===== src/rtl/fault_cls_pkg.sv =====
package fault_cls_pkg;
  localparam int CODE_W = 10;
  localparam int TASK_W = 4;
  localparam int PAGE_W = 14;
  localparam int PARAM_W = PAGE_W + 2;

  typedef enum logic [1:0] {
    ACT_RESUME = 2'd0,
    ACT_NOTIFY = 2'd1,
    ACT_CRASH  = 2'd2
  } act_e;

  typedef enum logic [1:0] {
    PK_PAGE  = 2'd0,
    PK_WP    = 2'd1,
    PK_OOB   = 2'd2,
    PK_STACK = 2'd3
  } pkind_e;

  localparam logic [CODE_W-1:0] CODE_BRK   = 10'd40;
  localparam logic [CODE_W-1:0] CODE_PAR   = 10'd48;
  localparam logic [CODE_W-1:0] CODE_STK   = 10'd64;
  localparam logic [CODE_W-1:0] CODE_OOB   = 10'd80;
  localparam logic [CODE_W-1:0] CODE_HIPAR = 10'd96;
  localparam logic [CODE_W-1:0] CODE_S22   = 10'd112;
  localparam logic [CODE_W-1:0] CODE_S1    = 10'd220;
  localparam logic [CODE_W-1:0] CODE_S2    = 10'd240;
  localparam logic [CODE_W-1:0] CODE_NONE  = 10'd250;
endpackage


===== src/rtl/fc_param_enc.sv =====
module fc_param_enc
  import fault_cls_pkg::*;
#(
  parameter int PG_W = PAGE_W,
  localparam int PW = PG_W + 2
) (
  input  pkind_e          kind_i,
  input  logic [PG_W-1:0] page_i,
  output logic [PW-1:0]   param_o
);
  always_comb begin
    unique case (kind_i)
      PK_PAGE:  param_o = {2'b00, page_i};
      PK_WP:    param_o = {2'b10, page_i};   // keeps top page apart from all-ones
      PK_OOB:   param_o = '1;
      default:  param_o = {2'b01, {PG_W{1'b0}}};
    endcase
  end
endmodule


===== src/rtl/fc_mem_path.sv =====
module fc_mem_path
  import fault_cls_pkg::*;
#(
  parameter int TW = TASK_W
) (
  input  logic              oob_i,
  input  logic              hi_par_i,
  input  logic [1:0]        s2_err_i,
  input  logic [1:0]        s1_err_i,
  input  logic              notify_en_i,
  input  logic              hipar_crash_i,
  input  logic              dirty_i,
  input  logic [TW-1:0]     cur_task_i,
  input  logic [TW-1:0]     flt_task_i,
  output act_e              act_o,
  output logic [CODE_W-1:0] code_o,
  output pkind_e            kind_o
);
  logic [CODE_W-1:0] cur_ext, flt_ext;
  logic any_s1, any_s2;

  assign cur_ext = CODE_W'(cur_task_i);
  assign flt_ext = CODE_W'(flt_task_i);
  assign any_s1  = |s1_err_i;
  assign any_s2  = |s2_err_i;

  always_comb begin
    act_o  = ACT_CRASH;
    code_o = CODE_NONE;
    kind_o = PK_PAGE;
    if (oob_i) begin
      kind_o = PK_OOB;
      if (notify_en_i) act_o = ACT_NOTIFY;
      else             code_o = CODE_OOB + cur_ext;
    end else if (hi_par_i) begin
      if (hipar_crash_i) code_o = CODE_HIPAR + cur_ext;
      else               act_o  = ACT_RESUME;
    end else if (any_s2 && any_s1) begin
      code_o = CODE_S22;
    end else if (any_s2) begin
      code_o = CODE_S2 + flt_ext;
    end else if (any_s1) begin
      if (notify_en_i && (flt_task_i == '0)) begin
        act_o  = ACT_NOTIFY;
        kind_o = dirty_i ? PK_WP : PK_PAGE;
      end else begin
        code_o = CODE_S1 + flt_ext;
      end
    end
  end
endmodule


===== src/rtl/fault_classifier.sv =====
module fault_classifier
  import fault_cls_pkg::*;
#(
  parameter int TW       = TASK_W,
  parameter int PG_W     = PAGE_W,
  parameter int CTRL_W   = 16,
  parameter int HIPAR_BIT = 2,
  parameter int NOTIFY_BIT = 15,
  localparam int PW = PG_W + 2
) (
  input  logic              clk_i,
  input  logic              rst_ni,
  input  logic              start_i,
  input  logic              stk_err_i,
  input  logic              cs_par_i,
  input  logic              rf_par_i,
  input  logic              mem_err_i,
  input  logic              oob_i,
  input  logic              hi_par_i,
  input  logic [1:0]        s2_err_i,
  input  logic [1:0]        s1_err_i,
  input  logic [CTRL_W-1:0] ctrl_i,
  input  logic [TW-1:0]     cur_task_i,
  input  logic [TW-1:0]     flt_task_i,
  input  logic [PG_W-1:0]   page_i,
  input  logic              dirty_i,
  output logic              valid_o,
  output logic [1:0]        act_o,
  output logic [CODE_W-1:0] code_o,
  output logic [PW-1:0]     param_o,
  output logic              emu_run_o
);
  logic [3:0]        prim;
  logic              notify_en;
  act_e              mem_act, act_d;
  logic [CODE_W-1:0] mem_code, code_d;
  pkind_e            mem_kind, kind_d;
  logic [PW-1:0]     param_d;

  assign prim      = {stk_err_i, cs_par_i, rf_par_i, mem_err_i};
  assign notify_en = ctrl_i[NOTIFY_BIT];

  fc_mem_path #(.TW(TW)) u_mem (
    .oob_i        (oob_i),
    .hi_par_i     (hi_par_i),
    .s2_err_i     (s2_err_i),
    .s1_err_i     (s1_err_i),
    .notify_en_i  (notify_en),
    .hipar_crash_i(ctrl_i[HIPAR_BIT]),
    .dirty_i      (dirty_i),
    .cur_task_i   (cur_task_i),
    .flt_task_i   (flt_task_i),
    .act_o        (mem_act),
    .code_o       (mem_code),
    .kind_o       (mem_kind)
  );

  // memory-only case first: it is the time-critical one
  always_comb begin
    act_d  = ACT_CRASH;
    code_d = '0;
    kind_d = PK_STACK;
    if (prim == 4'b0001) begin
      act_d  = mem_act;
      code_d = mem_code;
      kind_d = mem_kind;
    end else if (prim == 4'b0000) begin
      code_d = CODE_BRK + CODE_W'(cur_task_i);
    end else if (cs_par_i || rf_par_i) begin
      code_d = CODE_PAR + CODE_W'(prim);
    end else if (notify_en) begin
      act_d = ACT_NOTIFY;
    end else begin
      code_d = CODE_STK;
    end
  end

  fc_param_enc #(.PG_W(PG_W)) u_enc (
    .kind_i (kind_d),
    .page_i (page_i),
    .param_o(param_d)
  );

  always_ff @(posedge clk_i or negedge rst_ni) begin
    if (!rst_ni) begin
      valid_o   <= 1'b0;
      act_o     <= ACT_RESUME;
      code_o    <= '0;
      param_o   <= '0;
      emu_run_o <= 1'b0;
    end else begin
      valid_o <= start_i;
      if (start_i) begin
        act_o     <= act_d;
        code_o    <= code_d;
        param_o   <= param_d;
        emu_run_o <= (cur_task_i == '0);
      end
    end
  end


  valid_pulse_chk: assert property (@(posedge clk_i) disable iff (!rst_ni)
    valid_o |-> $past(start_i));

  hold_chk: assert property (@(posedge clk_i) disable iff (!rst_ni)
    !start_i |=> $stable(act_o) && $stable(code_o) && $stable(param_o));

  parity_crash_chk: assert property (@(posedge clk_i) disable iff (!rst_ni)
    start_i && (cs_par_i || rf_par_i) |=> act_o == ACT_CRASH);

  notify_gate_chk: assert property (@(posedge clk_i) disable iff (!rst_ni)
    start_i && !notify_en |=> act_o != ACT_NOTIFY);

  wp_not_oob_chk: assert property (@(posedge clk_i) disable iff (!rst_ni)
    start_i && prim == 4'b0001 && !oob_i && !hi_par_i && s2_err_i == '0
      && s1_err_i != '0 && dirty_i && notify_en && flt_task_i == '0
    |=> param_o[PW-1 -: 2] == 2'b10);

  s1_task_chk: assert property (@(posedge clk_i) disable iff (!rst_ni)
    start_i && prim == 4'b0001 && !oob_i && !hi_par_i && s2_err_i == '0
      && s1_err_i != '0 && flt_task_i != '0
    |=> act_o == ACT_CRASH && code_o >= CODE_S1);
endmodule


===== config.mk =====
export PLATFORM = sky130hd
export DESIGN_NAME = fault_classifier
export DESIGN_NICKNAME = d
export VERILOG_FILES = /design/src/rtl/fault_cls_pkg.sv /design/src/rtl/fc_param_enc.sv /design/src/rtl/fc_mem_path.sv /design/src/rtl/fault_classifier.sv
export SDC_FILE = /design/constraint.sdc
export NUM_CORES = 1
export LEC_CHECK = 0
export BUFFER_PORTS_ARGS = -buffer_cell sky130_fd_sc_hd__buf_2
export CAP_MARGIN = 20
export CORE_MARGIN = 1
export CORE_UTILIZATION = 48
export CTS_CLUSTER_DIAMETER = 60
export DETAILED_ROUTE_END_ITERATION = 16
export GPL_TIMING_DRIVEN = 0
export PLACE_DENSITY = 0.84
export RECOVER_POWER = 25
export SETUP_SLACK_MARGIN = 0.02
export SLEW_MARGIN = 5
export SYNTH_ARGS = -nofsm -noshare
export SYNTH_HDL_FRONTEND = slang
export SYNTH_SLANG_ARGS = --single-unit

===== constraint.sdc =====
create_clock -name clk_i -period 1.7 [get_ports clk_i]
set_input_delay 0.17 -clock clk_i [delete_from_list [all_inputs] [get_ports clk_i]]
set_output_delay 0.17 -clock clk_i [all_outputs]
set_load 0.02 [all_outputs]

Yosys cells after proc, flatten, opt, wreduce, memory -nomap -nowiden
Index checks and enable logic that the tools add are counted.
W data, S select, Z words.
{ "word_totals": {"regBits": 30, "in_bits": 52, "elab_cells": 55} }
{ "classes": {"n_reduce_logical": 9, "n_mux": 32, "n_addsub": 6, "eq_ne": 3} }
{ "ops": {"columns": ["op", "n"], "rows": [
  ["$mux W10", 9],
  ["$pmux W16 S3", 1],
  ["$mux W2", 18],
  ["$mux W7", 3],
  ["$add A8 B4 Y9 const A", 2],
  ["$add A7 B4 Y8 const A", 2],
  ["$add A6 B4 Y7 const A", 2],
  ["$logic_not A4 Y1", 3],
  ["$eq A4 B1 Y1 const B", 1],
  ["$reduce_or A2 Y1", 2],
  ["$eq A2 B1 Y1 const B", 1],
  ["$eq A2 B2 Y1 const B", 1],
  ["$logic_and A1 B1 Y1", 2],
  ["$logic_not A2 Y1", 1],
  ["$logic_or A1 B1 Y1", 1],
  ["$mux W1", 1]
]} }

Longest topological paths before layout
Gate-level depths: netlist of run 1.
{ "depth": {"depth_word": 11, "depth_mapped": 6} }

Modules after synthesis
From an unflattened synthesis of run 1, not the netlist that was laid out.
{ "unflattened": {"cells_unflattened": 184, "hier_area_um2": 1825.5} }
{ "by_module_without_submodules": {"columns": ["module", "instances", "cells_per_inst", "area_per_inst_um2"], "rows": [
  ["fault_classifier", 1, 108, 1300.0],
  ["fc_mem_path", 1, 54, 352.8],
  ["fc_param_enc", 1, 22, 172.7]
]} }

Worst setup path before layout of run 1
OpenSTA, ideal clock, no wires.
{ "synth_timing": {"path_kind": "input to register", "from": "in flt_task_i[2]", "to": "reg code_o[2]", "setup_ps": 82, "cell_stages": 6, "path_slack_ps": 435, "t_arrival_ps": 1184, "path_cell_list": "inv_1 ha_1 and4bb_2 nor4b_1 o31ai_1 a31oi_1"} }
{ "synth_via": {"elab_chain_len": 9, "word_cells_on_any_way": 11} }
{ "synth_rtl": {"columns": ["element", "line_no", "text"], "rows": [
  ["start: declaration", "fault_classifier.sv:24", "input logic [TW-1:0] flt_task_i,"],
  ["parallel branches: the longest is 4 deep, another holds $add A8 B4 Y9", null, null],
  ["$mux W10 (*)", "fc_mem_path.sv:40", "end else if (any_s2) begin"],
  ["$mux W10 (*)", "fc_mem_path.sv:38", "end else if (any_s2 && any_s1) begin"],
  ["$mux W10 (*)", "fc_mem_path.sv:35", "end else if (hi_par_i) begin"],
  ["$mux W10 (*)", "fc_mem_path.sv:31", "if (oob_i) begin"],
  ["$mux W10 (*)", "fault_classifier.sv:63", "if (prim == 4'b0001) begin"],
  ["end signal: assignment", "fault_classifier.sv:95", "code_o <= code_d;"],
  ["end: declaration", "fault_classifier.sv:29", "output logic [CODE_W-1:0] code_o,"]
]} }
Mark *: on every way between the ends.
A chain may end at the register's enable or synchronous reset.

Worst setup path in the final report of run 1
{ "layout_timing": {"from": "in start_i", "to": "reg emu_run_o"} }
{ "layout_lines": {"columns": ["element", "line_no", "text"], "rows": [
  ["start: declaration", "fault_classifier.sv:13", "input logic start_i,"],
  ["end signal: assignment", "fault_classifier.sv:97", "emu_run_o <= (cur_task_i == '0);"],
  ["end: declaration", "fault_classifier.sv:31", "output logic emu_run_o"]
]} }
No word-level cell between the ends.

==> flow_results.org, run 1 <==
** Status
- Result of the run :: finished, final reports clean

** Worst setup path
- Crit path capture type :: flop
- Critical path class :: in2reg
- Arrival @ worst endpoint :: 1.76 ns
- The number of cells on the worst reg-to-reg path is 2.
- Required time of the critical path :: 1.95 ns
- In this run the worst path has a maximum fanout of 10.
- STA classifies the critical path startpoint as an input port.

** Clock network
- The later pin in the worst-skew pair is clocked with a latency of 0.34 ns.
- CTS placed an instance of sky130_fd_sc_hd__clkbuf_4 at the clock tree root.
- In this run, CTS created clock tree buffers numbering 3.
- Count of H-tree levels built during CTS :: 1
- TritonCTS built the clock tree.
- TritonCTS sink count :: 28
- After clock tree synthesis, the clock-pin slew on the worst setup and hold paths is 0.15 ns.
- CTS max path bufs :: 2

** Floorplanning
- The die covers 0.00351 mm^2.
- Site Rows :: 20
- For this design the top-level I/O count stands at 82.
- Die extent in y :: 59.2 um
- The floorplan step set the die width to 59.2 um.
- Starting density of the core :: 0.511
- Std-Cell Core Area :: 0.00308 mm^2

** Cells and area
- The repair_antennas step left the layout with diodes totalling 0.
- Summing all non-filler instances in the final layout gives an area of 0.00202 mm^2.
- Proportion of layout cells with a drive suffix above 1 :: 0.325
- Area grow syn2layout :: 28.3%
- Number of fillers in the final layout :: 273
- Leading cell types in the layout, fill and taps excluded :: 64 x sky130_fd_sc_hd__buf_2, 28 x sky130_fd_sc_hd__dfrtp_1, 21 x sky130_fd_sc_hd__inv_1, 19 x sky130_fd_sc_hd__o21ai_0, 15 x sky130_fd_sc_hd__o211ai_1
- Most common cell after layout, fill and taps aside :: sky130_fd_sc_hd__buf_2
- Multi-input gate area in the final layout :: 719 um^2
- Storage cell area :: 701 um^2
- For this run, the post-layout net count is 301.
- The finished layout holds 290 standard cells, fillers aside.

** Drt
- Dividing the detail-routed via count by the number of cells gives 5.35.
- Routed via count :: 1551
- The detail route stage leaves a number of antenna-violating nets equal to 0.
- The first detailed-routing pass ran for 4 iterations.
- Routed wire per std cell :: 13.2 um
- Drt first-iter violations :: 64
- Detailed-route DRC error count :: 0
- Post-detailed-routing wire length :: 3.83 mm

** Timing
- Hold violation total from the final report :: 0
- In the finished design, the share of the clock period the worst path needs comes to 0.888.
- Headroom to the max-slew limit came out at 0.550.
- Final setup fails :: 0
- For the finished layout, the period the worst path requires is 1.51 ns.
- Skew final :: 0 ns
- Pins Over Slew Limit :: 0
- After routing, the total negative slack on setup checks comes to 0 ns.
- Static timing analysis puts the maximum clock frequency at 0.663 GHz.
- For the pin with the worst max-slew slack, the measured transition is 0.675 ns.
- Unrepaired setup endpoints after global routing :: false

** Global routing
- Overall fraction of global-route tracks in use :: 0.234
- Maximum number of pins on one net before global-route repair :: 29
- Global-route wire length before repair :: 6.22 mm
- Total congestion overflow :: 0
- Number of antenna violations at the first check in global routing :: 0
- Number of global-route vias before repair :: 1387

** Power
- Power density of the placed cells :: 721 mW/mm^2
- VDD IR max :: 0.569 mV
- For this design the static power due to leakage is 0.957 nW.

** Synth
- Compound-cell area share of the yosys netlist :: 0.253
- Synth warnings :: 0
- Synthesized-area fraction occupied by and/or/nand/nor cells :: 0.165
- Synth unique cells :: 46
- Mux contribution to synthesized area :: 0.0135
- Each instance of the synthesized netlist takes up on average 8.93 um^2.
- Primary FF master, synth :: sky130_fd_sc_hd__dfrtp_1
- Synth Area in Adders :: 0.0159
- Yosys mapped a number of flops with a built-in enable equal to 0.
- Share of the yosys chip area belonging to registers :: 0.446
- For this run, asynchronously set or reset flops after synthesis account for 1.00.
- By area, the combinational part of the netlist is dominated by compound AO/OA/AOI/OAI gates.
- Total of flip-flops plus latches after synthesis :: 28
- Xor-xnor portion of the synthesized cell area :: 0.00557
- The cell area that synthesis handed to floorplanning was 0.00157 mm^2.
- Post-Synthesis Cells :: 176

** Placed design
- Number of instances in the placed design :: 284
- Buffers on Ports :: 63
- Once placement finished, the instance area stood at 0.00195 mm^2.
- Summed over all nets, the half-perimeter wirelength after detailed placement is 2.86 mm.
- Final weighted congestion of routability-driven global placement :: 0.860

** Run
- Max-cap violations in this run came to 0.

** Worst hold path
- The worst hold path passes through 3 cells.
- The path class of the tightest hold or removal check is in2reg.
logic make-up (layout without fill, tap and decap cells):
family / count (synthesis) / in the layout
AOI/OAI and AO/OA: 62 / 62
DFF: 28 / 28
buffers and inverters: 36 / 105
muxes: 2 / 2
other: 1 / 2
xor gates and xnor gates: 1 / 1
and+or+nand+nor: 44 / 44
adders and majority gates: 2 / 2
power breakdown:
group	total (W)	internal [W]	leakage, nW	switching, W
Sequential	0.000712	0.000697	0.356	0.0000151
Combinational	0.000294	0.000111	0.573	0.000183
Clock	0.000448	0.000239	0.0279	0.000209
Total	0.00145	0.00105	0.957	0.000407
area by class of cell:
class,count,area share
inverter,21,0.0391
buffer,15,0.0378
clock buffer,3,0.0112
timing repair buffer,65,0.166
multi-input combinational,113,0.357
tap,44,0.0273
clock inverter,1,0.0149
sequential,28,0.347
registers in the layout, summed over array words and instances (netlist names):
signal	cells
param_o	16
code_o	8
act_o	2
emu_run_o	1
valid_o	1
layer usage:
layer / GRT usage / vias to the layer above / wire [um]
li1: - / 763 / -
met1: 0.307 / 721 / 1690
met2: 0.395 / 59 / 1880
met3: 0.0415 / 8 / 199
met4: 0.0646 / 0 / 57
met5: 0 / - / 0
synth_stat cells (2+ instances only):
library cell                n  area share
sky130_fd_sc_hd__nor4b_1    2       0.011
sky130_fd_sc_hd__o21ai_0   19       0.061
sky130_fd_sc_hd__a21oi_1    8       0.025
sky130_fd_sc_hd__ha_1       2       0.016
sky130_fd_sc_hd__clkbuf_1   7       0.017
sky130_fd_sc_hd__nor4_1     2      0.0080
sky130_fd_sc_hd__nand4_1    3       0.012
sky130_fd_sc_hd__nand2_1    9       0.021
sky130_fd_sc_hd__nor2b_1    2      0.0080
sky130_fd_sc_hd__o211ai_1  15       0.072
sky130_fd_sc_hd__inv_1     21       0.050
sky130_fd_sc_hd__buf_4      4       0.019
sky130_fd_sc_hd__a31oi_1    7       0.028
sky130_fd_sc_hd__nor2_1    11       0.026
sky130_fd_sc_hd__nor3_1     2      0.0064
sky130_fd_sc_hd__o22ai_1    3       0.012
sky130_fd_sc_hd__buf_2      3      0.0096
sky130_fd_sc_hd__dfrtp_1   28        0.45
stage by stage:
step	utilization	hold slack (ns)	total power [W]	worst slack [ns]
6_report	0.655	0.0544	0.00145	0.191
5_1_grt	0.655	0.0506	0.00152	0.0401
4_1_cts	0.656	0.0640	0.00146	0.204
3_5_place_dp	0.632	0.221	0.00102	0.189
3_3_place_gp	0.632	0.209	0.00101	0.204
2_1_floorplan	-	-0.126	0.000890	0.435
worst paths after layout:
kind | to | slack, ns | from
hold reg to reg | code_o[5]$_DFFE_PN0P_ | 0.53 | code_o[5]$_DFFE_PN0P_
setup reg to reg | act_o[0]$_DFFE_PN0P_ | 0.83 | act_o[0]$_DFFE_PN0P_
max in group asynchronous | param_o[13]$_DFFE_PN0P_ | 0.90 | rst_ni
setup / recovery | emu_run_o$_DFFE_PN0P_ | 0.19 | start_i
hold / removal | param_o[10]$_DFFE_PN0P_ | 0.05 | page_i[10]
min in group asynchronous | param_o[1]$_DFFE_PN0P_ | 0.37 | rst_ni
worst max-delay path: stages:
cell and delay [ns]:
sky130_fd_sc_hd__dlygate4sd3_1 0.52, sky130_fd_sc_hd__clkbuf_1 0.12, sky130_fd_sc_hd__clkbuf_1 0.30, sky130_fd_sc_hd__buf_2 0.29
sky130_fd_sc_hd__mux2_2 0.35
repair_timing:
item                                   4_1_cts  5_1_grt
resized for setup                            0        0
endpoints found under the hold margin       29        0
setup buffers                                0        0
hold buffers                                 2        0
Note: power is estimated with default switching activity, not from simulation.
==> run 2, diff against run 1 <==
--- a/config.mk
+++ b/config.mk
@@ -8,14 +8,16 @@
 export BUFFER_PORTS_ARGS = -buffer_cell sky130_fd_sc_hd__buf_2
 export CAP_MARGIN = 20
 export CORE_MARGIN = 1
-export CORE_UTILIZATION = 48
+export CORE_UTILIZATION = 51
 export CTS_CLUSTER_DIAMETER = 60
 export DETAILED_ROUTE_END_ITERATION = 16
 export GPL_TIMING_DRIVEN = 0
-export PLACE_DENSITY = 0.84
+export MAX_ROUTING_LAYER = met4
+export PLACE_DENSITY = 0.86
 export RECOVER_POWER = 25
 export SETUP_SLACK_MARGIN = 0.02
 export SLEW_MARGIN = 5
 export SYNTH_ARGS = -nofsm -noshare
 export SYNTH_HDL_FRONTEND = slang
+export SYNTH_HIERARCHICAL = 1
 export SYNTH_SLANG_ARGS = --single-unit
==> run 2 against run 1 <==
Compared with the run above: non-clock buffer count is the same; worst setup slack lost 0.060 ns; global-route usage shrank 0.36 points; core utilization grew 2.4 points; routed wire length grew 5.1%; die area grew 9.0%; critical endpoint is now param_o[14]$_DFFE_PN0P_; highest routed layer unchanged.
==> flow_results.org, run 2 <==
** Status
- Result of the run :: finished, final reports clean (unchanged)

** Synth
- The most repeated cell in the gate-level netlist after synthesis is sky130_fd_sc_hd__dfrtp_1 (unchanged).
- Total standard cell area after synthesis :: 0.00183 mm^2 (was 0.00157 mm^2)
- The dominant cell type by area after synthesis is sky130_fd_sc_hd__dfrtp_1 (unchanged).
- Dominant combinational cell family by area after synthesis :: compound AO/OA/AOI/OAI gates (unchanged)
- Synth unique cells :: 42 (was 46)
- The count of mapped cells out of synthesis was 184 (was 176).
- The number of enable-type register cells in the synthesized netlist is 0 (unchanged).
- The area share of the leading cell type in the synthesized netlist was 0.411 (was 0.446).
- Share of the yosys chip area belonging to registers :: 0.411 (was 0.446)
- The fraction of synthesized area in multiplexers was 0.133 (was 0.0135).
- Xor-xnor portion of the synthesized cell area :: 0 (was 0.00557)
- Leading cell types by count after synthesis :: 30 x sky130_fd_sc_hd__dfrtp_1, 18 x sky130_fd_sc_hd__mux2_2, 15 x sky130_fd_sc_hd__inv_1, 15 x sky130_fd_sc_hd__nor2_1, 14 x sky130_fd_sc_hd__o21a_1 (was 28 x sky130_fd_sc_hd__dfrtp_1, 21 x sky130_fd_sc_hd__inv_1, 19 x sky130_fd_sc_hd__o21ai_0, 15 x sky130_fd_sc_hd__o211ai_1, 11 x sky130_fd_sc_hd__nor2_1)
- The mean post-synth cell area is 9.92 um^2 (was 8.93 um^2).
- Synth Area in Adders :: 0.0274 (was 0.0159)
- The share of the synthesized area in compound gates (AO/OA/AOI/OAI) came to 0.188 (was 0.253).
- The simple logic cell fraction of the synthesized area is 0.140 (was 0.165).
- Biggest area contributors in the synthesized netlist: sky130_fd_sc_hd__dfrtp_1 41%, sky130_fd_sc_hd__mux2_2 11%, sky130_fd_sc_hd__o21a_1 5.8% (was sky130_fd_sc_hd__dfrtp_1 45%, sky130_fd_sc_hd__o211ai_1 7.2%, sky130_fd_sc_hd__o21ai_0 6.1%).
- The count of yosys warnings during synthesis came to 6 (was 0).
- The flip-flop and latch count after synthesis is 30 (was 28).
- Primary FF master, synth :: sky130_fd_sc_hd__dfrtp_1 (unchanged)
- Share of async-settable or async-resettable flops after synthesis :: 1.00 (unchanged)

** Global routing
- Total congestion overflow :: 0 (unchanged)
- The initial antenna violation count is 0 (unchanged).
- The wire length of the first global-routing pass is 6.18 mm (was 6.22 mm).
- The via count of the first global-routing pass is 1376 (was 1387).
- Overall fraction of global-route tracks in use :: 0.230 (was 0.234)
- The pin count of the biggest net entering global routing came to 31 (was 29).

** Cells and area
- Post-layout net count :: 313 (was 301)
- Largest registers: param_o x16, code_o x10, act_o x2 (was param_o x16, code_o x8, act_o x2).
- The post-route core utilization was 0.680 (was 0.655).
- The leading cell type in the layout, fill and taps excluded was sky130_fd_sc_hd__buf_2 (unchanged).
- Register containing the most flip-flops in the final layout :: param_o (unchanged)
- Final antenna diode count :: 0 (unchanged)
- The layout overhead on the synthesized area was 26.2% (was 28.3%).
- Leading cell types in the layout, fill and taps excluded: 64 x sky130_fd_sc_hd__buf_2, 30 x sky130_fd_sc_hd__dfrtp_1, 18 x sky130_fd_sc_hd__mux2_2, 15 x sky130_fd_sc_hd__inv_1 (was 64 x sky130_fd_sc_hd__buf_2, 28 x sky130_fd_sc_hd__dfrtp_1, 21 x sky130_fd_sc_hd__inv_1, 19 x sky130_fd_sc_hd__o21ai_0, 15 x sky130_fd_sc_hd__o211ai_1).
- Proportion of layout cells with a drive suffix above 1 :: 0.442 (was 0.325)
- The number of flip-flops in the largest register came to 16 (unchanged).

** Drt
- The via count is 1588 (was 1551).
- The post-detailed-route wirelength per cell was 13.2 um (about the same).
- Detailed-route DRC error count :: 0 (unchanged)
- The number of routed nets with antenna violations was 0 (unchanged).
- The number of design-rule violations left by the first detailed-router iteration is 74 (was 64).
- Pre-antenna DRT Iters :: 6 (was 4)
- Post-detailed-routing wire length :: 4.02 mm (was 3.83 mm)
- Per-cell via count in the routed design :: 5.22 (was 5.35)

** Power
- The net switching share of the total power was 0.292 (was 0.280).
- Leakage power of the design :: 1.17 nW (was 0.957 nW)
- Clock Power Share :: 0.273 (was 0.308)
- The internal power summed over all cells was 0.00111 W (was 0.00105 W).
- The power share of the combinational group was 0.235 (was 0.202).
- Net switching power :: 0.000459 W (was 0.000407 W)
- The register share of total power was 0.493 (was 0.490).
- The power density over the cells was 682 mW/mm^2 (was 721 mW/mm^2).
- The peak supply drop is 0.482 mV (was 0.569 mV).

** Clock network
- The CTS tree is built (unchanged).
- The clock sink count is 30 (was 28).
- The H-tree depth is 2 (was 1).
- Number of buffers created by CTS :: 5 (was 3)
- The register clock-pin slew on the reported worst setup and hold paths was 0.09 ns (was 0.15 ns).
- Root buffer cell :: sky130_fd_sc_hd__clkbuf_4 (unchanged)
- Post-CTS setup buffer count :: 0 (unchanged)
- Clock latency reported for the late side of the worst-skew pair :: 0.31 ns (was 0.34 ns)
- CTS max path bufs :: 2 (unchanged)

** Floorplanning
- Std-Cell Core Area :: 0.00339 mm^2 (was 0.00308 mm^2)
- I/O pin total :: 82 (unchanged)
- The number of placement rows was 21 (was 20).
- The initial core utilization is 0.539 (was 0.511).
- The chip width is 61.8 um (was 59.2 um).
- Die ar. :: 0.00382 mm^2 (was 0.00351 mm^2)
- The height of the die is 61.8 um (was 59.2 um).

** Worst setup path
- Critical path origin :: flt_task_i[2] (was start_i)
- The required arrival time at the worst endpoint was 1.90 ns (was 1.95 ns).
- Critical path class :: in2reg (unchanged)
- The startpoint class of the critical path is an input port (unchanged).
- The kind of end point of the critical path was a flop (unchanged).
- The data arrival time of the critical path was 1.77 ns (was 1.76 ns).
- The launching point of the worst reg2reg path is param_o[0]$_DFFE_PN0P_ (was act_o[0]$_DFFE_PN0P_).
- The largest fanout on the critical path came to 4 (was 10).
- Worst R2R Setup Slack :: 0.93 ns (was 0.83 ns)

** Placed design
- Buffers on Ports :: 63 (unchanged)
- The worst slack at placement came to -0.288 ns (was 0.189 ns).
- The placer congestion estimate was 0.951 (was 0.860).
- Detailed placement HPWL :: 3.10 mm (was 2.86 mm)

** Worst hold path
- The type of the most critical hold path is in2reg (unchanged).
- Startpoint of the worst hold path :: page_i[5] (was page_i[10])

** Run
- The number of max-cap violations came to 0 (unchanged).

** Timing
- The actual transition at the worst max-transition pin was 0.715 ns (was 0.675 ns).
- Unrepaired setup endpoints after global routing: false (unchanged).
- The peak clock frequency supported by timing was 0.637 GHz (was 0.663 GHz).
- The total negative setup slack was 0 ns (unchanged).
- Hold violation total from the final report :: 0 (unchanged)
- Skew final :: 0 ns (unchanged)
- The shortest period the worst path allows was 1.57 ns (was 1.51 ns).
- Min setup slack post-route :: 0.131 ns (was 0.191 ns)
- The relative slew slack is 0.523 (was 0.550).
- Tcrit/Tclk final :: 0.923 (was 0.888)
- Pins Over Slew Limit :: 0 (unchanged)
- Final setup fails :: 0 (unchanged)
-- run 2: cell count changes in the layout (fill, tap and decap cells not counted), moves of 3 or more --
cell	previous run	this run
sky130_fd_sc_hd__nor2_1	11	14
sky130_fd_sc_hd__nand4_1	3	0
sky130_fd_sc_hd__o211ai_1	15	1
sky130_fd_sc_hd__buf_6	0	5
sky130_fd_sc_hd__mux2i_1	1	4
sky130_fd_sc_hd__nand3_1	0	4
sky130_fd_sc_hd__a31oi_1	7	0
sky130_fd_sc_hd__o21ai_0	19	8
sky130_fd_sc_hd__mux2_2	1	18
sky130_fd_sc_hd__clkbuf_1	8	3
sky130_fd_sc_hd__inv_1	21	15
sky130_fd_sc_hd__o21a_1	0	14
-- run 2: cell type report --
cell class              instances  area, um^2
clock buffers                   7        55.1
repair buffers                 65         334
plain buffers                  15         120
well taps                      46        57.6
inverters                      15        56.3
flip-flops and latches         30         751
clock inverters                 1        5.00
fillers                       282        1090
multi-input cells             125         925
-- run 2: worst paths after layout --
check	end	depth (start not counted)
worst max-delay path	param_o[14]$_DFFE_PN0P_	10
worst min-delay path	param_o[5]$_DFFE_PN0P_	3
worst max register to register	param_o[0]$_DFFE_PN0P_	1
worst min register to register	code_o[4]$_DFFE_PN0P_	1
max in group asynchronous	code_o[0]$_DFFE_PN0P_	2
min in group asynchronous	param_o[7]$_DFFE_PN0P_	2
-- run 2: timing repair --
action	in CTS	in global routing
endpoints found under the hold margin	31	0
resized for setup	0	2
endpoints found under the setup margin	0	1
hold buffers	2	0
-- run 2: cells by family (layout without fill, tap and decap cells) --
kind of cell / after synthesis / in the layout
other: 2 / 3
AO/OA/AOI/OAI: 50 / 50
multiplexers: 22 / 22
buffers and inverters: 30 / 103
AND/OR/NAND/NOR: 46 / 46
flip-flops: 30 / 30
adder cells (fa/ha/maj): 4 / 4
-- run 2: metrics by stage --
stage	cell area [um^2]	std cells	total power (W)	hold slack [ns]
5_1_grt	2300	304	0.00166	0.169
6_report	2300	304	0.00157	0.179
3_5_place_dp	2210	294	0.00115	0.230
3_3_place_gp	2210	294	0.00114	0.228
4_1_cts	2290	304	0.00159	0.163
2_1_floorplan	1840	185	0.00101	-0.126
-- run 2: power groups by stage --
stage                     sequential, W  combinational, W  clock (W)
final                          0.000774          0.000369   0.000428
after floorplan                0.000843          0.000169          0
after CTS                      0.000775          0.000369   0.000446
after global routing           0.000780          0.000406   0.000476
after global placement         0.000786          0.000358          0
after detailed placement       0.000789          0.000364          0
-- run 2: critical path, cell delays in order --
cell and delay (ns):
sky130_fd_sc_hd__buf_2 0.11, sky130_fd_sc_hd__inv_1 0.07, sky130_fd_sc_hd__ha_1 0.19, sky130_fd_sc_hd__nand3_2 0.14
sky130_fd_sc_hd__nor3_2 0.15, sky130_fd_sc_hd__nand2b_4 0.17, sky130_fd_sc_hd__inv_1 0.05, sky130_fd_sc_hd__ha_1 0.17
sky130_fd_sc_hd__or2_2 0.27, sky130_fd_sc_hd__mux2_2 0.27
-- run 2: metal layers --
metal	up-vias	share of wire	track usage
met1	740	0.43	0.292
li1	790	-	-
met5	-	0	-
met4	0	0.018	0.0857
met2	50	0.50	0.359
met3	8	0.048	0.0518
